===== src/rtl/rlink_pkg.sv =====
package rlink_pkg;
  localparam int unsigned AUX_W = 3;
  localparam logic [1:0] START_PAT = 2'b10;

  typedef enum logic {RX_HUNT, RX_RECV} rx_state_e;
endpackage


===== src/rtl/rl_sync.sv =====
module rl_sync #(
  parameter int unsigned W      = 1,
  parameter int unsigned STAGES = 2
) (
  input  logic         clk_i,
  input  logic         rst_ni,
  input  logic [W-1:0] d_i,
  output logic [W-1:0] q_o
);
  logic [W-1:0] st_q [STAGES];

  for (genvar g = 0; g < STAGES; g++) begin : g_stage
    if (g == 0) begin : g_first
      always_ff @(posedge clk_i or negedge rst_ni) begin
        if (!rst_ni) st_q[g] <= '0;
        else         st_q[g] <= d_i;
      end
    end else begin : g_next
      always_ff @(posedge clk_i or negedge rst_ni) begin
        if (!rst_ni) st_q[g] <= '0;
        else         st_q[g] <= st_q[g-1];
      end
    end
  end

  assign q_o = st_q[STAGES-1];
endmodule


===== src/rtl/rl_pkt_tx.sv =====
module rl_pkt_tx
  import rlink_pkg::*;
#(
  parameter int unsigned N_FAST   = 4,
  parameter int unsigned BIT_DIV  = 4,
  parameter int unsigned GAP_BITS = 2
) (
  input  logic              clk_i,
  input  logic              rst_ni,
  input  logic [N_FAST-1:0] lvl_i,
  input  logic [AUX_W-1:0]  aux_i,
  output logic              ser_o
);
  localparam int unsigned PL  = N_FAST + AUX_W + 3;
  localparam int unsigned FB  = PL + GAP_BITS;
  localparam int unsigned BW  = $clog2(FB);
  localparam int unsigned DW  = $clog2(BIT_DIV);

  logic [DW-1:0] div_q, div_d;
  logic [BW-1:0] bit_q, bit_d;
  logic [PL-1:0] sh_q, sh_d, pkt;
  logic          ser_q, ser_d;
  logic          tick, load;

  // packet assembly: start, lanes ascending, aux ascending, even parity
  always_comb begin
    pkt = '0;
    pkt[PL-1 -: 2] = START_PAT;
    for (int i = 0; i < N_FAST; i++) pkt[PL-3-i] = lvl_i[i];
    for (int j = 0; j < AUX_W; j++)  pkt[PL-3-N_FAST-j] = aux_i[j];
    pkt[0] = ^{lvl_i, aux_i};
  end

  always_comb begin
    tick  = (div_q == DW'(BIT_DIV-1));
    load  = tick && (bit_q == BW'(FB-1));
    div_d = tick ? '0 : div_q + 1'b1;
    bit_d = bit_q;
    sh_d  = sh_q;
    if (tick) begin
      bit_d = (bit_q == BW'(FB-1)) ? '0 : bit_q + 1'b1;
      sh_d  = load ? pkt : {sh_q[PL-2:0], 1'b0};
    end
    ser_d = sh_q[PL-1];
  end

  always_ff @(posedge clk_i or negedge rst_ni) begin
    if (!rst_ni) begin
      div_q <= '0;
      bit_q <= BW'(FB-1);
      sh_q  <= '0;
      ser_q <= 1'b0;
    end else begin
      div_q <= div_d;
      bit_q <= bit_d;
      sh_q  <= sh_d;
      ser_q <= ser_d;
    end
  end

  assign ser_o = ser_q;

  // the first cycle of a frame is followed by the high start bit on the line
  a_r1_start_high: assert property (@(posedge clk_i) disable iff (!rst_ni)
    (bit_q == '0 && div_q == '0) |=> ser_o);
endmodule


===== src/rtl/rl_pkt_rx.sv =====
module rl_pkt_rx
  import rlink_pkg::*;
#(
  parameter int unsigned N_FAST  = 4,
  parameter int unsigned BIT_DIV = 4
) (
  input  logic              clk_i,
  input  logic              rst_ni,
  input  logic              ser_i,
  output logic [N_FAST-1:0] lvl_o,
  output logic [AUX_W-1:0]  aux_o
);
  localparam int unsigned PL = N_FAST + AUX_W + 3;
  localparam int unsigned DW = $clog2(BIT_DIV);
  localparam int unsigned IW = $clog2(PL);

  rx_state_e         st_q, st_d;
  logic              ln_q, lnp_q;
  logic [DW-1:0]     cd_q, cd_d;
  logic [IW-1:0]     bi_q, bi_d;
  logic [PL-1:0]     sh_q, sh_d;
  logic [N_FAST-1:0] lvl_q, lvl_d;
  logic [AUX_W-1:0]  aux_q, aux_d;
  logic              upd_q, upd_d, bad_q, bad_d;
  logic              pkt_ok;

  always_comb begin
    st_d  = st_q;
    cd_d  = cd_q;
    bi_d  = bi_q;
    sh_d  = sh_q;
    lvl_d = lvl_q;
    aux_d = aux_q;
    upd_d = 1'b0;
    bad_d = 1'b0;
    pkt_ok = 1'b0;
    unique case (st_q)
      RX_HUNT: begin
        if (ln_q && !lnp_q) begin
          st_d = RX_RECV;
          cd_d = DW'(BIT_DIV/2);
          bi_d = '0;
        end
      end
      RX_RECV: begin
        if (cd_q == '0) begin
          sh_d = {sh_q[PL-2:0], ln_q};
          cd_d = DW'(BIT_DIV-1);
          if (bi_q == IW'(PL-1)) begin
            st_d   = RX_HUNT;
            pkt_ok = (sh_d[PL-1 -: 2] == START_PAT) && !(^sh_d[PL-3:0]);
            if (pkt_ok) begin
              for (int i = 0; i < N_FAST; i++) lvl_d[i] = sh_d[PL-3-i];
              for (int j = 0; j < AUX_W; j++)  aux_d[j] = sh_d[PL-3-N_FAST-j];
              upd_d = 1'b1;
            end else begin
              bad_d = 1'b1;
            end
          end else begin
            bi_d = bi_q + 1'b1;
          end
        end else begin
          cd_d = cd_q - 1'b1;
        end
      end
      default: st_d = RX_HUNT;
    endcase
  end

  always_ff @(posedge clk_i or negedge rst_ni) begin
    if (!rst_ni) begin
      st_q  <= RX_HUNT;
      ln_q  <= 1'b0;
      lnp_q <= 1'b0;
      cd_q  <= '0;
      bi_q  <= '0;
      sh_q  <= '0;
      lvl_q <= '0;
      aux_q <= '0;
      upd_q <= 1'b0;
      bad_q <= 1'b0;
    end else begin
      st_q  <= st_d;
      ln_q  <= ser_i;
      lnp_q <= ln_q;
      cd_q  <= cd_d;
      bi_q  <= bi_d;
      sh_q  <= sh_d;
      lvl_q <= lvl_d;
      aux_q <= aux_d;
      upd_q <= upd_d;
      bad_q <= bad_d;
    end
  end

  assign lvl_o = lvl_q;
  assign aux_o = aux_q;

  // the aux outputs move only in the cycle a whole packet is accepted
  a_r8_aux_on_accept: assert property (@(posedge clk_i) disable iff (!rst_ni)
    !$stable(aux_q) |-> upd_q);
  // a rejected packet leaves every held value untouched
  a_r9_reject_holds: assert property (@(posedge clk_i) disable iff (!rst_ni)
    bad_q |-> ($stable(aux_q) && $stable(lvl_q)));
endmodule


===== src/rtl/rl_lane_merge.sv =====
module rl_lane_merge #(
  parameter int unsigned IDLE_CYC = 200
) (
  input  logic clk_i,
  input  logic rst_ni,
  input  logic edge_i,
  input  logic lvl_i,
  output logic fast_o
);
  localparam int unsigned CW = $clog2(IDLE_CYC + 1);

  logic          prev_q, out_q, out_d;
  logic [CW-1:0] cnt_q, cnt_d;
  logic          act, expired;

  always_comb begin
    act     = (edge_i != prev_q);
    expired = (cnt_q == CW'(IDLE_CYC));
    cnt_d   = cnt_q;
    out_d   = out_q;
    if (act) begin
      cnt_d = '0;
      out_d = edge_i;
    end else if (expired) begin
      out_d = lvl_i;
    end else begin
      cnt_d = cnt_q + 1'b1;
    end
  end

  always_ff @(posedge clk_i or negedge rst_ni) begin
    if (!rst_ni) begin
      prev_q <= 1'b0;
      out_q  <= 1'b0;
      cnt_q  <= '0;
    end else begin
      prev_q <= edge_i;
      out_q  <= out_d;
      cnt_q  <= cnt_d;
    end
  end

  assign fast_o = out_q;

  // a seen transition is on the output after the next edge
  a_r3_edge_wins: assert property (@(posedge clk_i) disable iff (!rst_ni)
    (edge_i != prev_q) |=> (fast_o == $past(edge_i)));
  // inside the quiet window with no transition the output holds
  a_r5_hold_in_window: assert property (@(posedge clk_i) disable iff (!rst_ni)
    ((edge_i == prev_q) && (cnt_q != CW'(IDLE_CYC))) |=> $stable(fast_o));
  // once the window is spent the refreshed level is taken
  a_r4_take_level: assert property (@(posedge clk_i) disable iff (!rst_ni)
    ((edge_i == prev_q) && (cnt_q == CW'(IDLE_CYC))) |=> (fast_o == $past(lvl_i)));
endmodule


===== src/rtl/refresh_aux_link.sv =====
module refresh_aux_link
  import rlink_pkg::*;
#(
  parameter int unsigned N_FAST      = 4,
  parameter int unsigned BIT_DIV     = 4,
  parameter int unsigned GAP_BITS    = 2,
  parameter int unsigned IDLE_CYC    = 200,
  parameter int unsigned SYNC_STAGES = 2
) (
  input  logic              clk_i,
  input  logic              rst_ni,
  input  logic [N_FAST-1:0] lvl_i,
  input  logic [2:0]        aux_i,
  output logic              ser_o,
  input  logic              ser_i,
  input  logic [N_FAST-1:0] edge_i,
  output logic [N_FAST-1:0] fast_o,
  output logic [2:0]        aux_o
);
  localparam int unsigned SW = N_FAST + AUX_W;

  logic [1:0]        rst_sq;
  logic              rst_n;
  logic [SW-1:0]     smp;
  logic [N_FAST-1:0] ref_lvl;

  always_ff @(posedge clk_i or negedge rst_ni) begin
    if (!rst_ni) rst_sq <= 2'b00;
    else         rst_sq <= {rst_sq[0], 1'b1};
  end
  assign rst_n = rst_sq[1];

  rl_sync #(.W(SW), .STAGES(SYNC_STAGES)) u_sync (
    .clk_i (clk_i),
    .rst_ni(rst_n),
    .d_i   ({aux_i, lvl_i}),
    .q_o   (smp)
  );

  rl_pkt_tx #(.N_FAST(N_FAST), .BIT_DIV(BIT_DIV), .GAP_BITS(GAP_BITS)) u_tx (
    .clk_i (clk_i),
    .rst_ni(rst_n),
    .lvl_i (smp[N_FAST-1:0]),
    .aux_i (smp[SW-1:N_FAST]),
    .ser_o (ser_o)
  );

  rl_pkt_rx #(.N_FAST(N_FAST), .BIT_DIV(BIT_DIV)) u_rx (
    .clk_i (clk_i),
    .rst_ni(rst_n),
    .ser_i (ser_i),
    .lvl_o (ref_lvl),
    .aux_o (aux_o)
  );

  for (genvar k = 0; k < N_FAST; k++) begin : g_lane
    rl_lane_merge #(.IDLE_CYC(IDLE_CYC)) u_merge (
      .clk_i (clk_i),
      .rst_ni(rst_n),
      .edge_i(edge_i[k]),
      .lvl_i (ref_lvl[k]),
      .fast_o(fast_o[k])
    );
  end

  // outputs are cleared while the block is held in reset
  a_r10_reset_quiet: assert property (@(posedge clk_i)
    !rst_n |-> (!ser_o && fast_o == '0 && aux_o == '0));
endmodule


===== config.mk =====
export PLATFORM = sky130hd
export DESIGN_NAME = refresh_aux_link
export DESIGN_NICKNAME = d
export VERILOG_FILES = /design/src/rtl/rlink_pkg.sv /design/src/rtl/rl_sync.sv /design/src/rtl/rl_pkt_tx.sv /design/src/rtl/rl_pkt_rx.sv /design/src/rtl/rl_lane_merge.sv /design/src/rtl/refresh_aux_link.sv
export SDC_FILE = /design/constraint.sdc
export NUM_CORES = 1
export LEC_CHECK = 0
export CAP_MARGIN = 20
export CORE_MARGIN = 10
export CORE_UTILIZATION = 59
export CTS_CLUSTER_SIZE = 8
export DETAILED_ROUTE_END_ITERATION = 6
export GPL_ROUTABILITY_DRIVEN = 0
export GPL_TIMING_DRIVEN = 1
export MAX_ROUTING_LAYER = met4
export PLACE_DENSITY_LB_ADDON = 0.05
export SLEW_MARGIN = 20
export SYNTH_ARGS = -nofsm -noshare
export SYNTH_HDL_FRONTEND = slang
export SYNTH_SLANG_ARGS = --single-unit
export TNS_END_PERCENT = 100

===== constraint.sdc =====
create_clock -name clk_i -period 3.25 [get_ports clk_i]
set_input_delay 0.325 -clock clk_i [delete_from_list [all_inputs] [get_ports clk_i]]
set_output_delay 0.325 -clock clk_i [all_outputs]
set_load 0.02 [all_outputs]

==> qor.csv, run 1 <==
stage,metric,value,unit
status,outcome,"finished, final reports clean",
finish,drive_gt1_frac,0.131,
power_and_ir_drop,power_frac_comb,0.195,
sta,worst_pin_slew,0.811,ns
global_route,grt_pass1_vias,2540,
job,cap_violations,0,
clock_tree,clk_pin_slew,0.10,ns
route,wl_per_cell,13.0,um
logic_synthesis,synth.avg_cell_area,12.1,um^2
route,drt_first_pass_iters,4,
clock_tree,hold_buffers,0,
setup_path,cp-end-kind,register,
finish,fin_nets,403,
sta,finalCritPeriodShare,0.635,
clock_tree,cts_sinks,98,
setup_path,start_kind,register,
clock_tree,worstSkewPairLatency,0.36,ns
logic_synthesis,synth_ff_type,dfrtp_1,
logic_synthesis,yosys-top-cells-area,"dfrtp_1 56%, mux2_2 5.8%, xor2_1 5.0%",
logic_synthesis,synth.most_common_cell,dfrtp_1,
power_and_ir_drop,p_switching,839,uW
power_and_ir_drop,p_per_area,611,nW/um^2
setup_path,crit_path_cell_trace,"inv_1, ha_1, nand4b_1, nor4b_4, mux2_2, maj3_1",
setup_path,worst-setup-path-type,reg -> reg,
placement,dpl.hpwl,4.38,mm
logic_synthesis,synth_warnings,0,
floorplan,dieArea,11000,um^2
logic_synthesis,postSynthCellCount,351,
logic_synthesis,ys_ff_latch,98,
placement,pre_cts_slack,1.23,ns
sta,setup_violations,0,
logic_synthesis,synth.distinct_cells,34,
setup_path,cp_top_family,simple AND/OR/NAND/NOR gates,
sta,final_period_minus_worst_setup_slack,2.06,ns
clock_tree,cts_buffers,9,
floorplan,core.rowCount,30,
logic_synthesis,ys_async_sr_fraction,1.00,
floorplan,die_w,105,um
route,routed_wl,6.21,mm
sta,rsz0062_at_grt,no,
sta,fmax,0.484,GHz
setup_path,worstPathBufferInverterCount,1,
logic_synthesis,synth_fp_nets,378,
route,drcViolationCount,0,
logic_synthesis,yosys.area.top_type,dfrtp_1,
power_and_ir_drop,p_leak,0.00216,uW
floorplan,core,6870,um^2
route,antenna_left,0,
power_and_ir_drop,p_int,2060,uW
floorplan,die_h,105,um
clock_tree,cts_tree,yes,
finish,fillers,498,
setup_path,cp.required,3.50,ns
logic_synthesis,seq_area_frac_synth,0.580,
finish,areaGrowthSynthToFinish,12.0,%
route,vias,2409,
global_route,gr-total-overflow,0,
power_and_ir_drop,finalPower,2900,uW
global_route,grt_pass1_wl,11.2,mm
sta,setup_tns,0,ns
sta,fin_skew,0.00932,ns
finish,antennaDiodeCount,0,
worst_hold_path,holdCritPathClass,in -> async,
setup_path,crit_fanout,5,
placement,portBuffers,21,
setup_path,worst_path_max_delay_cell,dfrtp_1,
clock_tree,post_cts_resized,0,
power_and_ir_drop,switching_share,0.289,
sta,worst_slack,1.19,ns
sta,slew_headroom,0.459,
sta,slew_violations,0,
floorplan,initial_core_util,0.617,
global_route,gr-usage-all-layers,0.125,
logic_synthesis,synth_edf_count,0,
logic_synthesis,synth.cell_area,4240,um^2
route,drt-vias-per-instance,5.05,
clock_tree,cts_max_level,3,
power_and_ir_drop,p_seq_frac,0.530,
clock_tree,clockBufferDepth,2,
global_route,antenna_found_initial,0,
clock_tree,post_cts_buffers,0,
logic_synthesis,yosysTopAreaCellShare,0.561,
setup_path,max_stage_delay,0.44,ns
clock_tree,cts-root-buf,clkbuf_8,
power_and_ir_drop,power_frac_clock,0.275,
setup_path,worst_ep_arrival_time,2.31,ns
logic_synthesis,synth_top_cells_by_count,"95 x dfrtp_1, 44 x nor2_1, 25 x nand3_1",
floorplan,pin_count,22,
route,drt_iter0_drc,56,
global_route,grt_max_degree,51,
sta,finalHoldViolations,0,
power_and_ir_drop,peakVddDrop,0.000398,V
==> placed cells by master (no fill, tap or decap), drive strengths merged, types with 2 or more instances in the layout <==
master / instances
nor3: 9
and3: 8
nand4b: 3
clkdlybuf4s50: 21
mux2i: 11
nand2: 9
a21oi: 10
xnor2: 21
nand2b: 2
nand3b: 2
nand3: 25
ha: 13
o21ai: 11
inv: 20
xor2: 24
mux2: 22
nor2: 44
clkbuf: 9
nor4: 2
dfstp: 3
nor2b: 2
buf: 2
nor4b: 2
dfrtp: 95
nand4: 2
==> path summary, 6_finish.rpt <==
path | endpoint | start | slack, ns | cells past startpoint
hold / removal | rst_sq[0] | rst_ni | 0.11 | 1
max in group asynchronous | u_tx.bit_q[0] | rst_sq[1] | 2.09 | 1
min in group clk_i | u_sync.q_o[2] | u_sync.st_q[9] | 0.36 | 0
hold reg to reg | u_sync.st_q[13] | rst_sq[1] | 0.35 | 0
setup / recovery | g_lane[1].u_merge.fast_o | g_lane[1].u_merge.cnt_q[0] | 1.19 | 6
setup reg to reg | g_lane[1].u_merge.fast_o | g_lane[1].u_merge.cnt_q[0] | 1.19 | 6
==> power groups by stage <==
stage                     sequential (uW)  clock [uW]  combinational (uW)
final                                1540         797                 565
after global placement               1560           0                 557
after CTS                            1540         832                 579
after global routing                 1570         877                 641
after detailed placement             1560           0                 577
after floorplan                      1530           0                 461
==> per-stage QoR <==
stage / cell area [um^2] / instances / util / hold WS, ns
6_report: 4740 / 477 / 0.691 / 0.112
5_1_grt: 4740 / 477 / 0.691 / 0.0852
4_1_cts: 4740 / 477 / 0.691 / 0.0882
3_5_place_dp: 4540 / 461 / 0.660 / 0.335
3_3_place_gp: 4540 / 461 / 0.660 / 0.333
2_1_floorplan: 4240 / 351 / - / 0.0294
==> sequential cells by signal, summed over array words and instances, names as in the netlist <==
| register | flops |
|---|---|
| u_rx.sh_q | 9 |
| g_lane.u_merge.fast_o | 4 |
| u_sync.st_q | 7 |
| u_tx.ser_o | 1 |
| g_lane.u_merge.prev_q | 4 |
| u_sync.q_o | 7 |
| u_tx.div_q | 2 |
| u_rx.aux_o | 3 |
| u_tx.bit_q | 4 |
| u_rx.st_q | 1 |
| u_rx.lvl_o | 4 |
| u_tx.sh_q | 10 |
| u_rx.bi_q | 4 |
| u_rx.cd_q | 2 |
| u_rx.ln_q | 1 |
| u_rx.lnp_q | 1 |
| g_lane.u_merge.cnt_q | 32 |
| rst_sq | 2 |
==> per-layer routing <==
layer  part of all wire  wire length, um  global-route usage
met1               0.49             3020               0.154
met2               0.47             2930               0.192
met3              0.021              133              0.0252
met4              0.021              129              0.0647
met5                  0                0                   -
==> cell families after synthesis <==
kind of cell | Yosys count | synth area share
XOR/XNOR | 45 | 0.0930
multiplexers | 33 | 0.0844
flip-flops | 98 | 0.580
adder cells (fa/ha/maj) | 14 | 0.0407
other | 1 | 0.000885
buffers and inverters | 25 | 0.0260
AND/OR/NAND/NOR | 111 | 0.145
AO/OA/AOI/OAI | 24 | 0.0301
==> final cells by class <==
class,count,area (um^2),area share
Tap cell,96,120,0.0253
Clock buffer,9,124,0.0261
Inverter,16,60.1,0.0127
Sequential cell,98,2460,0.518
Multi-Input combinational cell,228,1670,0.352
Clock inverter,7,83.8,0.0177
Timing Repair Buffer,23,225,0.0475
No activity file was read; power rests on OpenSTA's default activity.
==> run 2: changes to the inputs <==
--- a/config.mk
+++ b/config.mk
@@ -7,7 +7,7 @@
 export LEC_CHECK = 0
 export CAP_MARGIN = 20
 export CORE_MARGIN = 10
-export CORE_UTILIZATION = 59
+export CORE_UTILIZATION = 53
 export CTS_CLUSTER_SIZE = 8
 export DETAILED_ROUTE_END_ITERATION = 6
 export GPL_ROUTABILITY_DRIVEN = 0
==> constraint.sdc (replaced) <==
create_clock -name clk_i -period 1.8 [get_ports clk_i]
set_input_delay 0.18 -clock clk_i [delete_from_list [all_inputs] [get_ports clk_i]]
set_output_delay 0.18 -clock clk_i [all_outputs]
set_load 0.02 [all_outputs]
==> qor.csv, run 2 (synthesis results as in run 1) <==
stage,metric,value,unit,change
placement,portBuffers,21,,unchanged
sta,rsz0062_at_grt,yes,,was no
placement,dpl.hpwl,4.61,mm,was 4.38 mm
setup_path,worstReg2RegStart,g_lane[1].u_merge.cnt_q[0],,unchanged
route,drt_iter0_drc,80,,was 56
finish,fin_cells,503,,was 477
sta,slew_violations,0,,unchanged
setup_path,cp-end-kind,register,,unchanged
clock_tree,cts_max_level,3,,unchanged
global_route,grt_pass1_wl,11.8,mm,was 11.2 mm
setup_path,cp-startpoint,g_lane[1].u_merge.cnt_q[0],,unchanged
sta,fmax,0.572,GHz,was 0.484 GHz
route,drt_first_pass_iters,5,,was 4
job,cap_violations,0,,unchanged
clock_tree,cts-root-buf,clkbuf_8,,unchanged
route,drt-vias-per-instance,5.09,,was 5.05
sta,worst_pin_slew,0.566,ns,was 0.811 ns
sta,fin_skew,0.0126,ns,was 0.00932 ns
worst_hold_path,holdCritPathClass,in -> reg,,was in -> async
finish,areaGrowthSynthToFinish,17.9,%,was 12.0%
route,routed_wl,6.79,mm,was 6.21 mm
global_route,gr-total-overflow,0,,unchanged
sta,worst_slack,0.0513,ns,was 1.19 ns
sta,finalHoldViolations,0,,unchanged
sta,setup_violations,0,,unchanged
sta,setup_tns,0,ns,unchanged
floorplan,core,7770,um^2,was 6870 um^2
clock_tree,cts_sinks,98,,unchanged
clock_tree,clockBufferDepth,2,,unchanged
finish,final_common_cell,dfrtp_1,,unchanged
finish,fin_nets,423,,was 403
finish,final_util,0.643,,was 0.691
power_and_ir_drop,p_per_area,1110,nW/um^2,was 611 nW/um^2
clock_tree,worstSkewPairLatency,0.36,ns,about the same
worst_hold_path,min_from,aux_i[1],,
global_route,grt_max_degree,41,,was 51
floorplan,dieArea,12000,um^2,"was 11,000 um^2"
floorplan,pin_count,22,,unchanged
finish,drive_gt1_frac,0.192,,was 0.131
floorplan,die_h,109,um,was 105 um
power_and_ir_drop,peakVddDrop,0.000660,V,was 0.000398 V
setup_path,worst-setup-path-type,reg -> reg,,unchanged
sta,slew_headroom,0.622,,was 0.459
finish,final_cell_mix,"94 x dfrtp_1, 43 x nor2_1, 25 x nand3_1",,"was 94 x dfrtp_1, 44 x nor2_1, 25 x nand3_1"
clock_tree,cts_tree,yes,,unchanged
status,outcome,"finished, final reports clean",,unchanged
global_route,antenna_found_initial,0,,unchanged
setup_path,cp.required,2.04,ns,was 3.50 ns
clock_tree,cts_buffers,9,,unchanged
route,drcViolationCount,0,,unchanged
setup_path,start_kind,register,,unchanged
finish,largest_reg_flops,32,,unchanged
floorplan,core.rowCount,32,,was 30
finish,reg_top3,"g_lane.u_merge.cnt_q: 32 flops, u_tx.sh_q: 10 flops, u_rx.sh_q: 9 flops",,unchanged
route,antenna_left,0,,unchanged
power_and_ir_drop,p_leak,0.00229,uW,was 0.00216 uW
route,vias,2560,,"was 2,409"
sta,whs,0.251,ns,was 0.112 ns
sta,final_period_minus_worst_setup_slack,1.75,ns,was 2.06 ns
clock_tree,clk_pin_slew,0.09,ns,was 0.10 ns
placement,pre_cts_slack,0.00885,ns,was 1.23 ns
finish,antennaDiodeCount,0,,unchanged
floorplan,die_w,109,um,was 105 um
setup_path,crit_fanout,2,,was 5
finish,regMostFlops,g_lane.u_merge.cnt_q,,unchanged
global_route,grt_pass1_vias,2510,,"was 2,540"
setup_path,worst_ep_arrival_time,1.99,ns,was 2.31 ns
route,wl_per_cell,13.5,um,was 13.0 um
placement,place_inst,483,,was 461
floorplan,initial_core_util,0.546,,was 0.617
sta,finalCritPeriodShare,0.971,,was 0.635
global_route,gr-usage-all-layers,0.127,,was 0.125
[run 2: final timing paths]
kind / end / slack, ns / depth (start not counted)
worst max-delay path: g_lane[1].u_merge.fast_o / 0.05 / 6
worst min-delay path: u_sync.st_q[12] / 0.25 / 1
worst max register to register: g_lane[1].u_merge.fast_o / 0.05 / 6
worst min register to register: g_lane[1].u_merge.cnt_q[0] / 0.27 / 0
max in group asynchronous: u_tx.bit_q[0] / 0.92 / 1
min in group asynchronous: g_lane[1].u_merge.cnt_q[0] / 0.27 / 0
[run 2: per-layer routing]
metal / vias up / global-route usage / share of wire
met5: - / - / 0
met4: 0 / 0.0669 / 0.021
met3: 12 / 0.0269 / 0.031
met2: 31 / 0.185 / 0.48
met1: 1254 / 0.162 / 0.47
li1: 1263 / - / -
[run 2: power by group]
group | internal (uW) | total (uW) | leakage, uW | switching [uW]
logic | 653 | 1210 | 0.000954 | 555
registers | 2490 | 2750 | 0.00123 | 260
clock network | 832 | 1580 | 0.000111 | 750
total | 3980 | 5540 | 0.00229 | 1570
[run 2: area by class of cell]
class | instances | area, um^2
repair buffers | 43 | 403
fillers | 622 | 2770
multi-input cells | 228 | 1720
well taps | 102 | 128
clock buffers | 11 | 141
flip-flops and latches | 98 | 2460
inverters | 16 | 60.1
clock inverters | 5 | 85.1
[run 2: metrics by stage]
stage | cell area [um^2] | power [uW]
global placement | 4710 | 3900
CTS | 4940 | 5550
detailed placement | 4710 | 3950
finish | 4990 | 5540
floorplan | 4260 | 3610
global route | 4990 | 5900
[run 2: worst max-delay path: stages, from the launching register on]
cell,delay [ns]
dfrtp_1,0.40
inv_2,0.09
ha_4,0.12
nand4b_1,0.13
nor4b_4,0.28
mux2_4,0.33
maj3_2,0.29
[run 2: repair_timing]
item,4_1_cts,5_1_grt
pin swaps,1,2
hold buffers,1,0
gates resized for setup,0,9
setup endpoints to repair,1,10
endpoints found under the hold margin,2,0
setup buffers,0,3
